--- config.mk ---
export PLATFORM = sky130hd
export DESIGN_NAME = scppm_encoder
export DESIGN_NICKNAME = d
export VERILOG_FILES = /design/src/rtl/scppm_pkg.sv /design/src/rtl/scppm_outer_enc.sv /design/src/rtl/scppm_ilv_store.sv /design/src/rtl/scppm_acc_map.sv /design/src/rtl/scppm_encoder.sv
export SDC_FILE = /design/constraint.sdc
export NUM_CORES = 1
export LEC_CHECK = 0
export ABC_AREA = 1
export BUFFER_PORTS_ARGS = -buffer_cell sky130_fd_sc_hd__buf_2
export CORE_ASPECT_RATIO = 1.25
export CORE_UTILIZATION = 40
export DETAILED_ROUTE_END_ITERATION = 8
export PLACE_DENSITY_LB_ADDON = 0.25
export SLEW_MARGIN = 40
export SYNTH_ARGS = -nofsm -noshare
export SYNTH_HDL_FRONTEND = slang
export SYNTH_SLANG_ARGS = --single-unit
--- constraint.sdc ---
create_clock -name clk -period 3.38 [get_ports clk]
set_clock_uncertainty 0.2 [all_clocks]
set_input_delay 0.169 -clock clk [delete_from_list [all_inputs] [get_ports clk]]
set_output_delay 0.169 -clock clk [all_outputs]
set_load 0.01 [all_outputs]
--- src/rtl/scppm_pkg.sv ---
package scppm_pkg;

    typedef enum logic [1:0] {
        W_SEEK = 2'd0,
        W_DATA = 2'd1,
        W_TAIL = 2'd2
    } wr_state_e;

    typedef struct packed {
        logic s1;
        logic s2;
    } cc_state_t;

    typedef struct packed {
        logic p;
        logic q;
    } cc_pair_t;

    function automatic int unsigned coded_len(input int unsigned info_bits);
        return 2 * (info_bits + 2);
    endfunction

    function automatic cc_pair_t cc_encode(input logic u, input cc_state_t s);
        cc_pair_t r;
        r.p = u ^ s.s1 ^ s.s2;
        r.q = u ^ s.s2;
        return r;
    endfunction

    function automatic cc_state_t cc_next(input logic u, input cc_state_t s);
        cc_state_t r;
        r.s1 = u;
        r.s2 = s.s1;
        return r;
    endfunction

    function automatic int unsigned perm_index(input int unsigned j,
                                               input int unsigned mult,
                                               input int unsigned n);
        return (mult * j) % n;
    endfunction

endpackage

--- src/rtl/scppm_outer_enc.sv ---
module scppm_outer_enc
    import scppm_pkg::*;
#(
    parameter int INFO_BITS = 14,
    parameter int PW        = $clog2(INFO_BITS + 2)
) (
    input  logic          clk,
    input  logic          rst,
    input  logic          in_valid,
    output logic          in_ready,
    input  logic          in_bit,
    input  logic          in_sof,
    input  logic          wr_ok,
    output logic          we,
    output logic [PW-1:0] waddr,
    output cc_pair_t      wpair,
    output logic          wr_done
);

    wr_state_e     st;
    cc_state_t     cs;
    cc_state_t     cs_eff;
    logic [PW-1:0] tcnt;
    logic          take;
    logic          u;

    assign in_ready = wr_ok && (st != W_TAIL);
    assign take     = in_valid && in_ready;
    assign cs_eff   = (st == W_SEEK) ? '0 : cs;
    assign u        = (st == W_TAIL) ? 1'b0 : in_bit;
    assign wpair    = cc_encode(u, cs_eff);
    assign waddr    = (st == W_SEEK) ? '0 : tcnt;
    assign wr_done  = (st == W_TAIL) && (tcnt == PW'(INFO_BITS + 1));

    always_comb begin
        case (st)
            W_SEEK:  we = take && in_sof;
            W_DATA:  we = take;
            W_TAIL:  we = 1'b1;
            default: we = 1'b0;
        endcase
    end

    always_ff @(posedge clk) begin
        if (rst) begin
            st   <= W_SEEK;
            cs   <= '0;
            tcnt <= '0;
        end else begin
            case (st)
                W_SEEK: begin
                    if (take && in_sof) begin
                        cs   <= cc_next(in_bit, '0);
                        tcnt <= PW'(1);
                        st   <= W_DATA;
                    end
                end
                W_DATA: begin
                    if (take) begin
                        cs   <= cc_next(in_bit, cs);
                        tcnt <= tcnt + PW'(1);
                        if (tcnt == PW'(INFO_BITS - 1)) st <= W_TAIL;
                    end
                end
                W_TAIL: begin
                    if (wr_done) begin
                        cs   <= '0;
                        tcnt <= '0;
                        st   <= W_SEEK;
                    end else begin
                        cs   <= cc_next(1'b0, cs);
                        tcnt <= tcnt + PW'(1);
                    end
                end
                default: st <= W_SEEK;
            endcase
        end
    end

    AST_TAIL_TWO_CYCLES: assert property (@(posedge clk) disable iff (rst)
        (st == W_TAIL) && $past(st == W_TAIL) |-> wr_done);
    AST_TAIL_BANK_OPEN: assert property (@(posedge clk) disable iff (rst)
        (st == W_TAIL) |-> wr_ok);
    AST_SEEK_STATE_CLEAR: assert property (@(posedge clk) disable iff (rst)
        (st == W_SEEK) |-> (cs == '0) && (tcnt == '0));

endmodule

--- src/rtl/scppm_ilv_store.sv ---
module scppm_ilv_store
    import scppm_pkg::*;
#(
    parameter int CODE_BITS = 32,
    parameter int SYM_BITS  = 4,
    parameter int AW        = $clog2(CODE_BITS),
    parameter int PW        = AW - 1
) (
    input  logic                         clk,
    input  logic                         rst,
    input  logic                         we,
    input  logic [PW-1:0]                waddr,
    input  cc_pair_t                     wpair,
    input  logic                         wr_done,
    output logic                         wr_ok,
    input  logic [SYM_BITS-1:0][AW-1:0]  raddr,
    output logic [SYM_BITS-1:0]          rbits,
    input  logic                         rd_done,
    output logic                         rd_ok
);

    logic [CODE_BITS-1:0] bank [2];
    logic [1:0]           full;
    logic                 wsel;
    logic                 rsel;
    logic [AW-1:0]        wbase;

    assign wbase = {waddr, 1'b0};
    assign wr_ok = !full[wsel];
    assign rd_ok = full[rsel];

    always_ff @(posedge clk) begin
        if (we) begin
            bank[wsel][wbase]          <= wpair.p;
            bank[wsel][wbase + AW'(1)] <= wpair.q;
        end
    end

    always_ff @(posedge clk) begin
        if (rst) begin
            full <= '0;
            wsel <= 1'b0;
            rsel <= 1'b0;
        end else begin
            if (wr_done) begin
                full[wsel] <= 1'b1;
                wsel       <= ~wsel;
            end
            if (rd_done) begin
                full[rsel] <= 1'b0;
                rsel       <= ~rsel;
            end
        end
    end

    for (genvar g = 0; g < SYM_BITS; g++) begin : g_rport
        assign rbits[g] = bank[rsel][raddr[g]];
    end

    AST_WRITE_FREE_BANK: assert property (@(posedge clk) disable iff (rst)
        we |-> !full[wsel]);
    AST_READ_FULL_BANK: assert property (@(posedge clk) disable iff (rst)
        rd_done |-> full[rsel]);
    AST_DONE_SETS_FULL: assert property (@(posedge clk) disable iff (rst)
        wr_done |=> full[$past(wsel)]);

endmodule

--- src/rtl/scppm_acc_map.sv ---
module scppm_acc_map
    import scppm_pkg::*;
#(
    parameter int CODE_BITS = 32,
    parameter int SYM_BITS  = 4,
    parameter int PERM_MULT = 13,
    parameter int AW        = $clog2(CODE_BITS)
) (
    input  logic                         clk,
    input  logic                         rst,
    input  logic                         rd_ok,
    output logic [SYM_BITS-1:0][AW-1:0]  raddr,
    input  logic [SYM_BITS-1:0]          rbits,
    output logic                         rd_done,
    output logic                         out_valid,
    input  logic                         out_ready,
    output logic [SYM_BITS-1:0]          out_sym
);

    localparam int SYMS = CODE_BITS / SYM_BITS;
    localparam int SW   = (SYMS > 1) ? $clog2(SYMS) : 1;

    logic [SW-1:0]     sidx;
    logic              acc;
    logic [SYM_BITS:0] chain;
    logic              fire;
    logic              last;

    assign out_valid = rd_ok;
    assign fire      = out_valid && out_ready;
    assign last      = (sidx == SW'(SYMS - 1));
    assign rd_done   = fire && last;
    assign chain[0]  = acc;

    for (genvar g = 0; g < SYM_BITS; g++) begin : g_slot_bit
        assign raddr[g] = AW'(perm_index(int'(sidx) * SYM_BITS + g,
                                         PERM_MULT, CODE_BITS));
        assign chain[g+1]              = chain[g] ^ rbits[g];
        assign out_sym[SYM_BITS-1-g]   = chain[g+1];
    end

    always_ff @(posedge clk) begin
        if (rst) begin
            sidx <= '0;
            acc  <= 1'b0;
        end else if (fire) begin
            if (last) begin
                sidx <= '0;
                acc  <= 1'b0;
            end else begin
                sidx <= sidx + SW'(1);
                acc  <= chain[SYM_BITS];
            end
        end
    end

    AST_STALL_HOLDS: assert property (@(posedge clk) disable iff (rst)
        out_valid && !out_ready |=> out_valid && $stable(out_sym));
    AST_BLOCK_START_CLEAR: assert property (@(posedge clk) disable iff (rst)
        (sidx == '0) |-> (acc == 1'b0));
    AST_IDLE_AT_START: assert property (@(posedge clk) disable iff (rst)
        !out_valid |-> (sidx == '0));

endmodule

--- src/rtl/scppm_encoder.sv ---
module scppm_encoder
    import scppm_pkg::*;
#(
    parameter int INFO_BITS = 14,
    parameter int PPM_SLOTS = 16,
    parameter int PERM_MULT = 13
) (
    input  logic                         clk,
    input  logic                         rst,
    input  logic                         in_valid,
    output logic                         in_ready,
    input  logic                         in_bit,
    input  logic                         in_sof,
    output logic                         out_valid,
    input  logic                         out_ready,
    output logic [$clog2(PPM_SLOTS)-1:0] out_sym
);

    localparam int SYM_BITS  = $clog2(PPM_SLOTS);
    localparam int CODE_BITS = int'(coded_len(INFO_BITS));
    localparam int AW        = $clog2(CODE_BITS);
    localparam int PW        = AW - 1;

    logic                        wr_ok;
    logic                        we;
    logic [PW-1:0]               waddr;
    cc_pair_t                    wpair;
    logic                        wr_done;
    logic [SYM_BITS-1:0][AW-1:0] raddr;
    logic [SYM_BITS-1:0]         rbits;
    logic                        rd_done;
    logic                        rd_ok;

    scppm_outer_enc #(
        .INFO_BITS (INFO_BITS),
        .PW        (PW)
    ) u_outer (
        .clk      (clk),
        .rst      (rst),
        .in_valid (in_valid),
        .in_ready (in_ready),
        .in_bit   (in_bit),
        .in_sof   (in_sof),
        .wr_ok    (wr_ok),
        .we       (we),
        .waddr    (waddr),
        .wpair    (wpair),
        .wr_done  (wr_done)
    );

    scppm_ilv_store #(
        .CODE_BITS (CODE_BITS),
        .SYM_BITS  (SYM_BITS),
        .AW        (AW),
        .PW        (PW)
    ) u_store (
        .clk     (clk),
        .rst     (rst),
        .we      (we),
        .waddr   (waddr),
        .wpair   (wpair),
        .wr_done (wr_done),
        .wr_ok   (wr_ok),
        .raddr   (raddr),
        .rbits   (rbits),
        .rd_done (rd_done),
        .rd_ok   (rd_ok)
    );

    scppm_acc_map #(
        .CODE_BITS (CODE_BITS),
        .SYM_BITS  (SYM_BITS),
        .PERM_MULT (PERM_MULT),
        .AW        (AW)
    ) u_map (
        .clk       (clk),
        .rst       (rst),
        .rd_ok     (rd_ok),
        .raddr     (raddr),
        .rbits     (rbits),
        .rd_done   (rd_done),
        .out_valid (out_valid),
        .out_ready (out_ready),
        .out_sym   (out_sym)
    );

    AST_OUT_FOLLOWS_BLOCK: assert property (@(posedge clk) disable iff (rst)
        $rose(out_valid) |-> $past(wr_done));

endmodule

==> results.cfg <==
[finish]
drive_above_1_share_pct = 11.6
area_growth_pct = 11.5
fin_nets = 484
fin_cells = 600
diodes = 0
fillers = 940

[detailed_routing]
vias = 3020
vias_per_cell = 5.03
drtIter0Drc = 237
wl_per_cell_um = 14.5
wirelength_mm = 8.70
drcViolationCount = 0
drtPass1Iterations = 7
ant_nets = 0

[sta]
maxSlewViolCount = 0
rsz0062_at_grt = no
fin_crit_ns = 2.98
max-slew-margin-rel_pct = 57.9
period_share_pct = 88.1
timing_hold_violations_final = 0
timing.setup.tns_ns = 0
fmaxAchievable_ghz = 0.336
worst_slew_pin_slew_ns = 0.624
finalSetupViolCount = 0

[yosys]
synth-seq-area-share_pct = 55.6
synth_nets = 469
synth.most_common_cell = nand2_1
synth_top_area_share_pct = 47.3
syn_area_per_cell_um2 = 8.95
synthTopCellsByArea = edfxtp_1 47%, nand2_1 12%, dfxtp_1 8.4%
synth-seq-cells = 81
yosysTopAreaCell = edfxtp_1
syn_area_mm2 = 0.00407
ys_warn_count = 0
synth_edf_count = 64
synth_common_cells = 132 x nand2_1, 64 x edfxtp_1, 52 x nor2_1, 47 x inv_1, 31 x nand3_1
synth_top_flop_cell = edfxtp_1
synth_cells = 454
synthDistinctLibCells = 35
async_flop_share_pct = 0

[global_routing]
grt_pass1_wl_mm = 14.7
grt_pass1_vias = 3097
antenna_found_initial = 0
gr-total-overflow = 0
grt_max_degree = 33
grt_use_total_pct = 18.2

[clocking]
htree_levels = 3
numCtsBuffers = 9
cts_buffer_depth = 2
clkLatencyLatePin_ns = 0.33
cts.sinks = 81
cts.clk_slew.worst_paths_ns = 0.06
cts_tree = built
cts_setup_buffers = 0
root_buffer = clkbuf_16

[floorplanning]
initial_utilization_pct = 41.7
rows = 40
fp.dieW_um = 92.2
die-area_mm2 = 0.0106
die_y_um = 115
core-area_mm2 = 0.00976
io-pin-count = 12

[min_path]
min_path_type = in -> reg
min_from = in_bit

[placement]
port_buffers = 11
placed_cells = 582
hpwl_mm = 6.21
place_congestion = 0.867

[critical_path]
cp_max_fo = 14
r2r-start = u_outer.st[0]
critPathBufInv = 4
max_stage_delay_ns = 0.53
required_ns = 3.01
cpMostUsedCell = nand2_1
crit_arrival_ns = 2.61
endpoint_kind = primary output
cp_top_family = simple AND/OR/NAND/NOR gates
crit_start = u_map.sidx[0]
cp-start-kind = register
cp_slowest_cell = dfxtp_1
setup.worst_path.class = reg -> out
crit_chain = buf_4, ha_1, inv_1, nand2_1, nand2_1, nand2_1, nand2_1, inv_1, nand3_1, nand3_2, nand2_2, nand2_2, and2_1, buf_2

[power]
power.density_mw_per_mm2 = 645
p_leak_nw = 1.85
vdd_drop_max_v = 0.000390

[run]
drv_cap = 0

[run_status]
status = complete, no violations
cell usage in the layout (no fill, tap or decap), types with 4 or more instances in the layout:
cell type	count
nand2_1	132
edfxtp_1	64
nor2_1	52
inv_1	47
nand3_1	31
a21oi_1	26
dfxtp_1	17
o21ai_0	15
buf_2	11
ha_1	9
clkbuf_16	9
nand2_2	7
buf_4	5
nor3_1	4
a22oi_1	4
repair_timing:
| item | CTS | global route |
|---|---|---|
| hold endpoints to repair | 5 | 0 |
| resized for setup | 0 | 0 |
| hold buffers | 2 | 0 |
report_power, final:
group	total (mW)	leakage, nW	internal (mW)	switching (mW)
Clock	0.921	0.140	0.568	0.353
Combinational	0.703	0.998	0.199	0.504
Sequential	1.30	0.716	1.27	0.0314
layout make-up:
class | count | area [um2] | share of cell area [%]
repair buffers | 18 | 113 | 2.48
clock inverters | 4 | 45.0 | 0.994
well taps | 126 | 158 | 3.48
clock buffers | 12 | 236 | 5.22
flip-flops and latches | 81 | 2260 | 49.9
multi-input cells | 308 | 1530 | 33.7
inverters | 51 | 191 | 4.22
stage by stage:
step | utilization, % | hold slack, ns | worst slack, ns | power, mW | area, um2
after floorplan | - | 0.0314 | 0.220 | 1.81 | 4070
after global placement | 43.4 | 0.232 | 0.657 | 2.01 | 4230
after detailed placement | 43.4 | 0.228 | 0.646 | 2.02 | 4230
after CTS | 46.4 | 0.128 | 0.358 | 2.95 | 4530
after global routing | 46.4 | 0.162 | 0.119 | 3.10 | 4530
final | 46.4 | 0.118 | 0.403 | 2.92 | 4530
worst register-to-register path, delay by kind of cell, from the launching register on:
family | cells | cell delay [ns]
AOI/OAI and AO/OA | 3 | 0.58
DFF | 1 | 0.38
buffers and inverters | 1 | 0.08
and+or+nand+nor | 4 | 0.90
adders and majority gates | 1 | 0.27
routing by layer:
metal	wire length (um)	global-route usage, %
met1	3650	20.9
met2	4670	32.6
met3	283	3.92
met4	99	8.02
met5	0	0
kinds of logic (layout without fill, tap and decap cells):
logic type      Yosys count  in the layout  synth area share (%)
compound gates           55             55                  7.94
xor+xnor                  3              3                 0.646
fa+ha+maj                 9              9                  2.77
buf+inv                  65             85                  7.14
flops                    81             81                  55.6
simple gates            241            241                  25.9
state kept, by name (all words and copies together), names as in the netlist, named ones only:
register and count:
u_outer.cs 2, u_store.bank 64, u_store.full 2, u_map.acc 1, u_store.rsel 1, u_store.wsel 1
u_map.sidx 3, u_outer.st 2, u_outer.tcnt 4
path summary, 6_finish.rpt:
path / slack, ns / cells after the start / end
worst max-delay path: 0.40 / 14 / out_sym[0]
worst min-delay path: 0.12 / 4 / u_outer.cs[1]
worst max register to register: 0.65 / 9 / u_store.bank[1][22]
worst min register to register: 0.26 / 2 / u_outer.cs[0]
Power figures use the tool's default switching activity.
